**src/rtl/kill_arb_pkg.sv**
```systemverilog
package kill_arb_pkg;

    typedef enum logic [1:0] {
        ARB_IDLE,
        ARB_FIRING,
        ARB_HELD,
        ARB_KILLED
    } arb_state_e;

    localparam int STAT_W        = 5;
    localparam int STAT_PRESENT  = 0;
    localparam int STAT_EXPIRED  = 1;
    localparam int STAT_SENT     = 2;
    localparam int STAT_RECEIVED = 3;
    localparam int STAT_CACHE    = 4;

endpackage

```
**src/rtl/kill_sync.sv**
```systemverilog
module kill_sync #(
    parameter int STAGES = 2
) (
    input  logic clk,
    input  logic rst_n,
    input  logic async_i,
    output logic sync_o
);
    typedef struct packed {
        logic [STAGES-1:0] chain;
    } sync_regs_t;

    sync_regs_t r_q, r_d;

    always_comb begin
        r_d = r_q;
        r_d.chain = {r_q.chain[STAGES-2:0], async_i};
    end

    always_ff @(posedge clk or negedge rst_n) begin
        if (!rst_n) r_q <= '0;
        else        r_q <= r_d;
    end

    assign sync_o = r_q.chain[STAGES-1];

endmodule

```
**src/rtl/hb_watchdog.sv**
```systemverilog
module hb_watchdog #(
    parameter int CNT_W = 16
) (
    input  logic             clk,
    input  logic             rst_n,
    input  logic             hb_strobe_i,
    input  logic             present_i,
    input  logic [CNT_W-1:0] reload_i,
    output logic             expired_o
);
    typedef struct packed {
        logic [CNT_W-1:0] cnt;
        logic             armed;
        logic             expired;
    } wd_regs_t;

    wd_regs_t r_q, r_d;

    always_comb begin
        r_d = r_q;
        if (hb_strobe_i) begin
            r_d.cnt = reload_i;
        end else if (r_q.cnt != '0) begin
            r_d.cnt = r_q.cnt - 1'b1;
        end

        if (!present_i) begin
            r_d.armed = 1'b0;
        end else if (hb_strobe_i) begin
            r_d.armed = 1'b1;
        end

        if (r_q.armed && present_i && !hb_strobe_i && (r_q.cnt <= CNT_W'(1))) begin
            r_d.expired = 1'b1;
        end
    end

    always_ff @(posedge clk or negedge rst_n) begin
        if (!rst_n) r_q <= '0;
        else        r_q <= r_d;
    end

    assign expired_o = r_q.expired;

    // an absent partner never lets the timeout rise
    a_r3_absent_no_expiry: assert property (@(posedge clk) disable iff (!rst_n)
        (!present_i && !expired_o) |=> !expired_o);

    // a strobe in a cycle holds the timeout off at that edge
    a_r2_strobe_holds_off: assert property (@(posedge clk) disable iff (!rst_n)
        (hb_strobe_i && !expired_o) |=> !expired_o);

    // the timeout is sticky
    a_r2_expiry_sticky: assert property (@(posedge clk) disable iff (!rst_n)
        expired_o |=> expired_o);

endmodule

```
**src/rtl/kill_fsm.sv**
```systemverilog
module kill_fsm
    import kill_arb_pkg::*;
#(
    parameter int KILL_PULSE = 16
) (
    input  logic clk,
    input  logic rst_n,
    input  logic kill_req_i,
    input  logic kill_seen_i,
    output logic kill_out_o,
    output logic self_reset_o,
    output logic failover_start_o
);
    localparam int PW = (KILL_PULSE > 1) ? $clog2(KILL_PULSE) : 1;
    localparam logic [PW-1:0] LAST = PW'(KILL_PULSE - 1);

    typedef struct packed {
        arb_state_e    state;
        logic [PW-1:0] cnt;
        logic          fo;
    } fsm_regs_t;

    fsm_regs_t r_q, r_d;

    always_comb begin
        r_d = r_q;
        r_d.fo = 1'b0;
        unique case (r_q.state)
            ARB_IDLE: begin
                // a synchronised incoming kill takes precedence
                if (kill_seen_i) begin
                    r_d.state = ARB_KILLED;
                end else if (kill_req_i) begin
                    r_d.state = ARB_FIRING;
                    r_d.cnt   = '0;
                end
            end
            ARB_FIRING: begin
                if (r_q.cnt == LAST) begin
                    r_d.state = ARB_HELD;
                    r_d.fo    = 1'b1;
                end else begin
                    r_d.cnt = r_q.cnt + 1'b1;
                end
            end
            ARB_HELD:   r_d.state = ARB_HELD;
            ARB_KILLED: r_d.state = ARB_KILLED;
            default:    r_d.state = ARB_IDLE;
        endcase
    end

    always_ff @(posedge clk or negedge rst_n) begin
        if (!rst_n) r_q <= '{state: ARB_IDLE, cnt: '0, fo: 1'b0};
        else        r_q <= r_d;
    end

    assign kill_out_o       = (r_q.state == ARB_FIRING) || (r_q.state == ARB_HELD);
    assign self_reset_o     = (r_q.state == ARB_KILLED);
    assign failover_start_o = r_q.fo;

    // kill is held once asserted
    a_r5_kill_sticky: assert property (@(posedge clk) disable iff (!rst_n)
        kill_out_o |=> kill_out_o);

    // failover pulse lasts one cycle
    a_r5_failover_single: assert property (@(posedge clk) disable iff (!rst_n)
        failover_start_o |=> !failover_start_o);

    // failover only after the kill has already been on the line
    a_r5_failover_after_kill: assert property (@(posedge clk) disable iff (!rst_n)
        failover_start_o |-> (kill_out_o && $past(kill_out_o)));

    // local reset request is held
    a_r6_reset_sticky: assert property (@(posedge clk) disable iff (!rst_n)
        self_reset_o |=> self_reset_o);

    // a controller that has fired cannot be reset by its partner
    a_r7_sender_immune: assert property (@(posedge clk) disable iff (!rst_n)
        kill_out_o |=> !self_reset_o);

endmodule

```
**src/rtl/peer_kill_arbiter.sv**
```systemverilog
module peer_kill_arbiter
    import kill_arb_pkg::*;
#(
    parameter int CNT_W       = 16,
    parameter int KILL_PULSE  = 16,
    parameter int SYNC_STAGES = 2
) (
    input  logic              clk,
    input  logic              rst_n,
    input  logic              hb_strobe_i,
    input  logic              peer_failing_i,
    input  logic              link_down_i,
    input  logic [CNT_W-1:0]  timeout_load_i,
    input  logic              peer_present_i,
    input  logic              peer_cache_present_i,
    input  logic              kill_in_i,
    output logic              kill_out_o,
    output logic              self_reset_o,
    output logic              failover_start_o,
    output logic [STAT_W-1:0] status_o
);
    logic kill_seen;
    logic expired;
    logic kill_req;

    kill_sync #(.STAGES(SYNC_STAGES)) u_sync (
        .clk     (clk),
        .rst_n   (rst_n),
        .async_i (kill_in_i),
        .sync_o  (kill_seen)
    );

    hb_watchdog #(.CNT_W(CNT_W)) u_wd (
        .clk         (clk),
        .rst_n       (rst_n),
        .hb_strobe_i (hb_strobe_i),
        .present_i   (peer_present_i),
        .reload_i    (timeout_load_i),
        .expired_o   (expired)
    );

    // every kill cause is gated by partner presence
    assign kill_req = peer_present_i && (expired || peer_failing_i || link_down_i);

    kill_fsm #(.KILL_PULSE(KILL_PULSE)) u_fsm (
        .clk              (clk),
        .rst_n            (rst_n),
        .kill_req_i       (kill_req),
        .kill_seen_i      (kill_seen),
        .kill_out_o       (kill_out_o),
        .self_reset_o     (self_reset_o),
        .failover_start_o (failover_start_o)
    );

    always_comb begin
        status_o                = '0;
        status_o[STAT_PRESENT]  = peer_present_i;
        status_o[STAT_EXPIRED]  = expired;
        status_o[STAT_SENT]     = kill_out_o;
        status_o[STAT_RECEIVED] = self_reset_o;
        status_o[STAT_CACHE]    = peer_cache_present_i;
    end

    // no kill leaves towards an absent partner
    a_r3_absent_no_kill: assert property (@(posedge clk) disable iff (!rst_n)
        (!peer_present_i && !kill_out_o) |=> !kill_out_o);

    // sent and received never coexist
    a_r8_sent_xor_received: assert property (@(posedge clk) disable iff (!rst_n)
        $countones({status_o[STAT_SENT], status_o[STAT_RECEIVED]}) <= 1);

endmodule

```
**config.mk**
```make
export PLATFORM = sky130hd
export DESIGN_NAME = peer_kill_arbiter
export DESIGN_NICKNAME = d
export VERILOG_FILES = /design/src/rtl/kill_arb_pkg.sv /design/src/rtl/kill_sync.sv /design/src/rtl/hb_watchdog.sv /design/src/rtl/kill_fsm.sv /design/src/rtl/peer_kill_arbiter.sv
export SDC_FILE = /design/constraint.sdc
export NUM_CORES = 1
export LEC_CHECK = 0
export ABC_AREA = 1
export ABC_CLOCK_PERIOD_IN_PS = 2150
export BUFFER_PORTS_ARGS = -buffer_cell sky130_fd_sc_hd__buf_2
export CAP_MARGIN = 20
export CORE_MARGIN = 5
export CORE_UTILIZATION = 25
export CTS_CLUSTER_DIAMETER = 30
export DETAILED_ROUTE_END_ITERATION = 16
export GPL_TIMING_DRIVEN = 1
export SYNTH_ARGS = -nofsm -noshare
export SYNTH_HDL_FRONTEND = slang
export SYNTH_SLANG_ARGS = --single-unit
```
**constraint.sdc**
```tcl
create_clock -name clk -period 2.15 [get_ports clk]
set_clock_uncertainty 0.2 [all_clocks]
set_input_delay 0.1075 -clock clk [delete_from_list [all_inputs] [get_ports clk]]
set_output_delay 0.1075 -clock clk [all_outputs]
set_load 0.01 [all_outputs]
```
==> impl_metrics.tcl <==
set metrics [dict create \
    crit_start "u_wd.r_q[2]" \
    first_pass_iters 4 \
    cp_slowest_cell "dfrtp_1" \
    syn_to_final_growth_pct 25.6 \
    cts_root_buf "clkbuf_8" \
    place.gp.congestion 0.831 \
    grt_max_degree 28 \
    vias 1543 \
    hold_ws_ns 0.0150 \
    powerDensity_nw_per_um2 658 \
    pre_cts_slack_ns 0.399 \
    grt.met1_usage_pct 11.5 \
    drc 0 \
    synth.distinct_cells 27 \
    ctsHoldBuffers 19 \
    status "completed" \
    finalHoldViolCount 0 \
    max_freq_mhz 576 \
    nNetsFinal 312 \
    track_usage_pct 9.71 \
    ir_drop_uv 254 \
    worstSkewPairLatency_ns 0.28 \
    coreArea_sq_um 6790 \
    drive_above_1_share_pct 16.8 \
    final_common_cell "nand2_1" \
    dr.first_iter.drc_count 63 \
    cts_resized 0 \
    path_delay_family "simple AND/OR/NAND/NOR gates" \
    antenna_found_initial 0 \
    met2_usage_pct 17.9 \
    cp_common_cell "inv_1" \
    worst_pin_slew_ns 0.629 \
    fill_cells 745 \
    die-area_sq_um 8750 \
    yosys_warnings 0 \
    hp-class "primary input to output pin" \
    initial_core_util_pct 25.7 \
    synth_nets 267 \
    cts_setup_buffers 0 \
    slowest_delay_ns 0.43 \
    period_share_pct 80.7 \
    fin_crit_ns 1.73 \
    cts_sinks 27 \
    ff2ff_setup_slack_ns 0.42 \
    r2r-start "u_wd.r_q[2]" \
    finalPower_mw 1.44 \
    critical_path_class "flop to flop" \
    cts.reportedPaths.clkPinSlew_ns 0.10 \
    syn_inst 236 \
    grt_pass1_wl_um 6920 \
    tns_ns 0 \
    dp_hpwl_um 2890 \
    h-tree-depth 1 \
    rsz0062_at_grt "no" \
    end_kind "flop" \
    report.final.slew_viol_count 0 \
    die_x_um 93.5 \
    port_buffers 29 \
    setup_ws_ns 0.415 \
    clk_path_buf_depth 2 \
    ys_top_cells_by_area "dfrtp_1 (39%), nand2_1 (18%), nor2_1 (5.4%), inv_1 (5.2%), ha_1 (5.0%)" \
    io_pins 32 \
    diodes 0 \
    cts_tree "built" \
    ys_seq_area_share_pct 38.7 \
    synth_top_area_share_pct 38.7 \
    yosys_register_bits 27 \
    synth_area_leader_cell "dfrtp_1" \
    critPathRequiredTime_ns 2.14 \
    setup_viol 0 \
    p_leak_nw 1.15 \
    antenna_left 0 \
    numCtsBuffers 3 \
    relSlewSlack_pct 58.0 \
    wl_per_cell_um 10.3 \
    avgViaCountPerCell 4.10 \
    seqCellArea_sq_um 676 \
    stdcell_count 376 \
    grt_pass1_vias 1575 \
    dieHeight_um 93.5 \
    synth_edf_count 0 \
    fp-row-count 30 \
    grt.busiest_layer "met2" \
    synth_flop_cell "dfrtp_1" \
    synth_area_sq_um 1740 \
    worst_setup_path_start_kind "flop" \
    max_cap_violations 0 \
    avgSynthCellArea_sq_um 7.39 \
    critPathMaxFanout 9 \
    crit_buf_inv 3 \
    path_cells "inv_1 -> ha_1 -> nand2_4 -> nor2_8 -> nand3_4 -> nand2_1 -> inv_1 -> nand2_1 -> inv_1" \
    hp-start "peer_cache_present_i" \
    gr-usage-met3_pct 2.41 \
    dpl.cell_count 353 \
    multi_input_area_sq_um 921 \
    final_cell_mix "nand2_1 (85), buf_2 (29), dfrtp_1 (27)" \
    grt_overflow 0 \
    wl_um 3890 \
    ys_async_sr_fraction_pct 100 \
    arrival_ns 1.72 \
]
==> registers in the layout, indices dropped and copies added, names as in the netlist <==
register,count
u_fsm.r_q,6
u_fsm.failover_start_o,1
u_wd.expired_o,1
u_sync.r_q,2
u_wd.r_q,17
==> worst paths after layout <==
kind / endpoint / cells after the start
worst max-delay path: u_wd.r_q[15] / 9
worst min-delay path: status_o[4] / 0
worst max register to register: u_wd.r_q[15] / 9
worst min register to register: u_sync.r_q[1] / 0
max in group asynchronous: u_sync.r_q[0] / 2
min in group asynchronous: u_fsm.r_q[4] / 2
==> cell type report <==
class                      instances  share of cell area [%]
multi-input combinational        176                    42.0
sequential                        27                    30.8
timing repair buffer              48                    15.3
tap                               96                    5.48
inverter                          25                    4.28
clock buffer                       4                    2.06
==> power by group <==
| part | total (mW) | switching, mW | internal (mW) |
|---|---|---|---|
| Clock | 0.302 | 0.169 | 0.133 |
| Combinational | 0.490 | 0.289 | 0.201 |
| Sequential | 0.650 | 0.0734 | 0.576 |
| Total | 1.44 | 0.531 | 0.911 |
==> logic make-up (layout without fill, tap and decap cells) <==
family / count (synthesis) / count (layout) / share of synthesized area (%)
xor gates and xnor gates: 4 / 4 / 2.01
adders and majority gates: 7 / 7 / 5.02
AOI/OAI and AO/OA: 18 / 18 / 6.24
DFF: 27 / 27 / 38.7
and+or+nand+nor: 147 / 147 / 39.5
buffers and inverters: 33 / 77 / 8.46
==> per-layer routing <==
metal,up-vias,wire [um]
met5,-,0
met4,0,21
met3,4,196
met2,32,1840
met1,694,1830
li1,813,-
==> metrics by stage <==
step / area (sq um) / utilization (%)
after detailed placement: 1960 / 28.8
after floorplan: 1740 / -
after global routing: 2190 / 32.2
final: 2190 / 32.2
after CTS: 2190 / 32.2
after global placement: 1960 / 28.8
==> synthesized netlist by cell type, drive strengths merged, types with 2 or more instances <==
library cell,instances
nand2,88
nor2,34
dfrtp,27
inv,25
nand3,18
o21ai,13
buf,7
ha,7
nand3b,4
a21oi,2
nor3,2
o21bai,2
xnor2,2
xor2,2
Note: power is estimated with default switching activity, not from simulation.
